$ cat src/rtl/valreg_pkg.sv
package valreg_pkg;
  localparam int unsigned DATA_W       = 32;
  localparam int unsigned CODE_W       = 3;
  localparam int unsigned N_FIELDS     = 4;
  localparam int unsigned FIELD_STRIDE = 4;
  localparam int unsigned N_CACHE      = 2;  // fields 0..N_CACHE-1 are caches, the rest TCMs
  localparam int unsigned WEN_BIT      = 31;

  typedef enum logic {SEL_SIZE = 1'b0, SEL_OPS = 1'b1} reg_sel_e;

  typedef logic [N_FIELDS-1:0][CODE_W-1:0] size_vec_t;

  function automatic logic tcm_code_ok(input logic [CODE_W-1:0] c);
    return (c == '0) || (c >= CODE_W'(3));
  endfunction

  function automatic logic cache_code_ok(input logic [CODE_W-1:0] c);
    return c >= CODE_W'(3);
  endfunction

  function automatic logic [DATA_W-1:0] used_bits();
    logic [DATA_W-1:0] m;
    m = '0;
    m[WEN_BIT] = 1'b1;
    for (int i = 0; i < int'(N_FIELDS); i++)
      m[i*FIELD_STRIDE +: CODE_W] = '1;
    return m;
  endfunction
endpackage

$ cat src/rtl/valreg_perm.sv
module valreg_perm (
  input  logic is_write,
  input  logic is_secure,
  input  logic is_priv,
  input  logic lowpriv_allow,
  input  logic sec_wr_lock,
  output logic fault
);
  logic low_priv_blocked;
  logic sec_write_blocked;

  always_comb begin
    low_priv_blocked  = !lowpriv_allow && (!is_secure || !is_priv);
    sec_write_blocked = is_secure && is_priv && is_write && sec_wr_lock;
    fault             = low_priv_blocked || sec_write_blocked;
  end
endmodule

$ cat src/rtl/valreg_code_check.sv
module valreg_code_check
  import valreg_pkg::*;
#(
  parameter int unsigned NF = N_FIELDS,
  parameter int unsigned NC = N_CACHE
) (
  input  logic [NF-1:0][CODE_W-1:0] codes,
  output logic                      all_ok
);
  logic [NF-1:0] field_ok;

  for (genvar i = 0; i < int'(NF); i++) begin : g_field
    if (i < int'(NC)) begin : g_cache
      assign field_ok[i] = cache_code_ok(codes[i]);
    end else begin : g_tcm
      assign field_ok[i] = tcm_code_ok(codes[i]);
    end
  end

  assign all_ok = &field_ok;
endmodule

$ cat src/rtl/valreg_size_reg.sv
module valreg_size_reg
  import valreg_pkg::*;
#(
  parameter int unsigned NF = N_FIELDS,
  parameter logic [NF*CODE_W-1:0] RST_VAL = '0
) (
  input  logic                      clk,
  input  logic                      rst_n,
  input  logic                      load,
  input  logic [NF-1:0][CODE_W-1:0] d,
  output logic [NF-1:0][CODE_W-1:0] q
);
  logic [NF-1:0][CODE_W-1:0] q_r;
  logic [NF-1:0][CODE_W-1:0] q_nxt;

  always_comb begin
    q_nxt = q_r;
    if (load) q_nxt = d;
  end

  always_ff @(posedge clk or negedge rst_n) begin
    if (!rst_n) q_r <= RST_VAL;
    else        q_r <= q_nxt;
  end

  assign q = q_r;
endmodule

$ cat src/rtl/valreg_access.sv
module valreg_access
  import valreg_pkg::*;
#(
  parameter logic [N_FIELDS*CODE_W-1:0] RST_SIZES = 12'b101_100_110_111
) (
  input  logic              clk,
  input  logic              rst_n,
  input  logic              acc_valid,
  input  logic              acc_write,
  input  logic              acc_secure,
  input  logic              acc_priv,
  input  logic              acc_sel,
  input  logic [DATA_W-1:0] acc_wdata,
  input  logic              lowpriv_allow,
  input  logic              sec_wr_lock,
  output logic              resp_valid,
  output logic              undef_exc,
  output logic [DATA_W-1:0] resp_rdata,
  output logic [CODE_W-1:0] dtcm_size,
  output logic [CODE_W-1:0] itcm_size,
  output logic [CODE_W-1:0] dcache_size,
  output logic [CODE_W-1:0] icache_size
);
  localparam logic [DATA_W-1:0] USED_MASK = used_bits();

  logic      fault;
  logic      codes_ok;
  logic      size_load;
  logic      hit_size;
  size_vec_t cand;
  size_vec_t cur;
  logic [DATA_W-1:0] rd_image;
  logic      unused_wdata;

  logic              rv_q, rv_d;
  logic              ux_q, ux_d;
  logic [DATA_W-1:0] rd_q, rd_d;

  assign unused_wdata = ^(acc_wdata & ~USED_MASK);

  for (genvar i = 0; i < int'(N_FIELDS); i++) begin : g_slice
    assign cand[i] = acc_wdata[i*FIELD_STRIDE +: CODE_W];
  end

  always_comb begin
    rd_image = '0;
    for (int i = 0; i < int'(N_FIELDS); i++)
      rd_image[i*FIELD_STRIDE +: CODE_W] = cur[i];
  end

  valreg_perm u_perm (
    .is_write      (acc_write),
    .is_secure     (acc_secure),
    .is_priv       (acc_priv),
    .lowpriv_allow (lowpriv_allow),
    .sec_wr_lock   (sec_wr_lock),
    .fault         (fault)
  );

  valreg_code_check #(.NF(N_FIELDS), .NC(N_CACHE)) u_codes (
    .codes  (cand),
    .all_ok (codes_ok)
  );

  assign hit_size  = acc_valid && !fault && (reg_sel_e'(acc_sel) == SEL_SIZE);
  assign size_load = hit_size && acc_write && acc_wdata[WEN_BIT] && codes_ok;

  valreg_size_reg #(.NF(N_FIELDS), .RST_VAL(RST_SIZES)) u_sizes (
    .clk   (clk),
    .rst_n (rst_n),
    .load  (size_load),
    .d     (cand),
    .q     (cur)
  );

  always_comb begin
    rv_d = acc_valid;
    ux_d = acc_valid && fault;
    rd_d = '0;
    if (hit_size && !acc_write) rd_d = rd_image;
  end

  always_ff @(posedge clk or negedge rst_n) begin
    if (!rst_n) begin
      rv_q <= 1'b0;
      ux_q <= 1'b0;
      rd_q <= '0;
    end else begin
      rv_q <= rv_d;
      ux_q <= ux_d;
      rd_q <= rd_d;
    end
  end

  assign resp_valid  = rv_q;
  assign undef_exc   = ux_q;
  assign resp_rdata  = rd_q;
  assign icache_size = cur[0];
  assign dcache_size = cur[1];
  assign itcm_size   = cur[2];
  assign dtcm_size   = cur[3];
endmodule

$ cat config.mk
export PLATFORM = sky130hd
export DESIGN_NAME = valreg_access
export DESIGN_NICKNAME = d
export VERILOG_FILES = /design/src/rtl/valreg_pkg.sv /design/src/rtl/valreg_perm.sv /design/src/rtl/valreg_code_check.sv /design/src/rtl/valreg_size_reg.sv /design/src/rtl/valreg_access.sv
export SDC_FILE = /design/constraint.sdc
export NUM_CORES = 1
export LEC_CHECK = 0
export BUFFER_PORTS_ARGS = -buffer_cell sky130_fd_sc_hd__buf_4
export CAP_MARGIN = 20
export CORE_MARGIN = 1
export CORE_UTILIZATION = 42
export DETAILED_ROUTE_END_ITERATION = 12
export HOLD_SLACK_MARGIN = 0.05
export MAX_ROUTING_LAYER = met4
export PLACE_DENSITY = 0.84
export SKIP_CTS_REPAIR_TIMING = 1
export SKIP_LAST_GASP = 1
export SYNTH_ARGS = -nofsm -noshare
export SYNTH_HDL_FRONTEND = slang
export SYNTH_SLANG_ARGS = --single-unit
$ cat constraint.sdc
create_clock -name clk -period 1.9 [get_ports clk]
set_input_delay 0.19 -clock clk [delete_from_list [all_inputs] [get_ports clk]]
set_output_delay 0.19 -clock clk [all_outputs]
set_load 0.05 [all_outputs]
==> impl_metrics.yaml <==
drt:
  wirelength_microns: 2040
  num_vias: 746
  final_antenna_net_count: 0
  drtIter0Drc: 2
  via_per_inst: 4.41
  wl_per_cell_microns: 12.1
  first_pass_iters: 2
  drc_errors: 0
floorplanning:
  ios: 87
  die_area_sq_um: 2920
  core_sq_um: 2520
  initial_core_util: 0.451
  num_rows: 18
  die_w_microns: 54.1
  die_h_microns: 54.1
hold_path:
  hold_path_end: "u_sizes.q[6]$_DFFE_PN0P_"
  min_from: "acc_wdata[8]"
  hp-class: "primary input to flip-flop"
  hold_depth: 2
critical_path:
  worstSetupEndpointType: "flip-flop"
  r2r-end: "u_sizes.q[3]$_DFFE_PN0P_"
  arrival_ns: 1.76
  reg2reg_depth: 1
  cp-start-kind: "primary input"
  r2r-start: "u_sizes.q[3]$_DFFE_PN0P_"
  cp.required_ns: 2.11
  regToRegSetupSlack_ns: 1.11
  crit_fanout: 6
  critPathKind: "primary input to flip-flop"
synthesis:
  synth_seq_cells: 26
  synth_warnings: 0
  ys_types: 16
  syn_inst: 86
  seq_area_frac_synth: 0.580
  avgSynthCellArea_sq_um: 13.2
  syn_area_sq_um: 1140
cells_and_area:
  area_growth_pct: 34.4
  fill_cells: 214
  num_antenna_cells: 0
  final_layout_size_suffix_gt1_frac: 0.540
  nNetsFinal: 181
cts:
  numCtsBuffers: 3
  clockBufferDepth: 2
  clk_pin_slew_worst_paths_ns: 0.13
  cts_tree: "built"
  h-tree-depth: 1
  clock_sinks: 26
  cts-root-buf: "clkbuf_4"
  clk_latency_ns: 0.31
global_route:
  grt_usage: 0.144
  grt_pass1_vias: 683
  overflow: 0
  grt_pass1_wl_microns: 2840
  antenna_found_initial: 0
  grt_max_degree: 27
timing:
  finalHoldViolCount: 0
  setup_ws_ns: 0.351
  setup_viol: 0
  fin_crit_ns: 1.55
  fin_crit_sh: 0.815
  slew_viol_final: 0
  rsz0062_at_grt: "no"
  fin_worst_skew_ns: 0.00327
  max_freq_mhz: 646
  fin_setup_tns_ns: 0
pwr:
  powerDensity_nw_per_um2: 987
  max-vdd-ir-drop_uv: 705
  power_leakage_nw: 0.808
  power.total_mw: 1.51
place:
  gp_congestion: 0.683
  dpl.hpwl_microns: 1620
  numPortBuffers: 47
  pre_cts_slack_ns: 0.336
outcome:
  status: "finished, final reports clean"
flow_run:
  cap_violations: 0
[worst max-delay path, cell delays in order]
cell           delay (ns)
dlygate4sd3_1        0.54
buf_4                0.12
nand2b_1             0.10
nor4b_4              0.28
buf_4                0.20
mux2_2               0.34
[how the worst max path moves through the flow]
stage	startpoint	endpoint	slack [ns]	cells past startpoint
global placement	acc_secure	u_sizes.q[3]$_DFFE_PN0P_	0.36	6
CTS	u_sizes.q[5]$_DFFE_PN1P_	dcache_size[2]	0.61	1
global route	acc_valid	u_sizes.q[10]$_DFFE_PN0P_	0.32	6
finish	acc_valid	u_sizes.q[3]$_DFFE_PN0P_	0.35	6
detailed placement	acc_secure	u_sizes.q[3]$_DFFE_PN0P_	0.34	6
floorplan	acc_secure	u_sizes.q[10]$_DFFE_PN0P_	0.45	5
[stage by stage]
stage               cell area [sq um]  std cells  utilization  hold WS, ns
floorplan                        1210        105            -       -0.106
global placement                 1460        163        0.578        0.104
detailed placement               1460        163        0.578        0.110
CTS                              1510        167        0.599       -0.254
global route                     1530        169        0.607       0.0986
finish                           1530        169        0.607        0.112
[per-layer routing]
metal  up-vias  routed length, microns  track usage
met5         -                       0            -
met4         0                       9       0.0769
met3         2                     220       0.0226
met2        44                    1060        0.257
met1       354                     753        0.152
li1        346                       -            -
[Yosys cell counts]
cell type  count  share of area
o22ai_1        1         0.0055
nor4b_4        1          0.021
and2_1        13          0.071
a21oi_1        3          0.013
buf_4         20           0.13
dfrtp_1       18           0.40
nand2b_1       1         0.0055
mux2_2        12           0.12
nor3_1         2         0.0088
xnor2_1        2          0.015
dfstp_2        8           0.18
clkbuf_1       1         0.0033
conb_1         1         0.0033
nand2_1        1         0.0033
a41o_1         1         0.0088
buf_6          1         0.0099
[layout make-up]
type	instances	area, sq um	area share
Tap cell	30	37.5	0.0245
Timing Repair Buffer	52	395	0.258
Multi-Input combinational cell	57	384	0.251
Sequential cell	26	661	0.432
Clock inverter	1	30.0	0.0196
Clock buffer	3	22.5	0.0147
[power breakdown]
part	total, mW	switching (mW)	internal (mW)
combinational	0.481	0.340	0.142
sequential	0.661	0.0338	0.627
clock	0.369	0.156	0.213
total	1.51	0.529	0.982
[flip-flops by register name, summed over array words and instances (netlist names)]
| name | count |
|---|---|
| resp_rdata | 12 |
| u_sizes.q | 12 |
| resp_valid | 1 |
| undef_exc | 1 |
[cell usage in the layout (no fill, tap or decap)]
master / instances
nor4b_4: 1
dlygate4sd3_1: 2
nor3_1: 2
conb_1: 20
nand2b_1: 1
buf_4: 50
dfstp_2: 8
dfrtp_1: 18
o22ai_1: 1
nand2_1: 1
bufinv_16: 1
a21oi_1: 3
mux2_2: 12
xnor2_1: 2
a41o_1: 1
and2_1: 13
clkbuf_4: 3
[logic make-up after synthesis]
logic type | synth area share
muxes | 0.119
DFF | 0.580
and+or+nand+nor | 0.110
xor gates and xnor gates | 0.0154
AOI/OAI and AO/OA | 0.0275
other | 0.00329
buffers and inverters | 0.145
No activity file was read; power rests on OpenSTA's default activity.
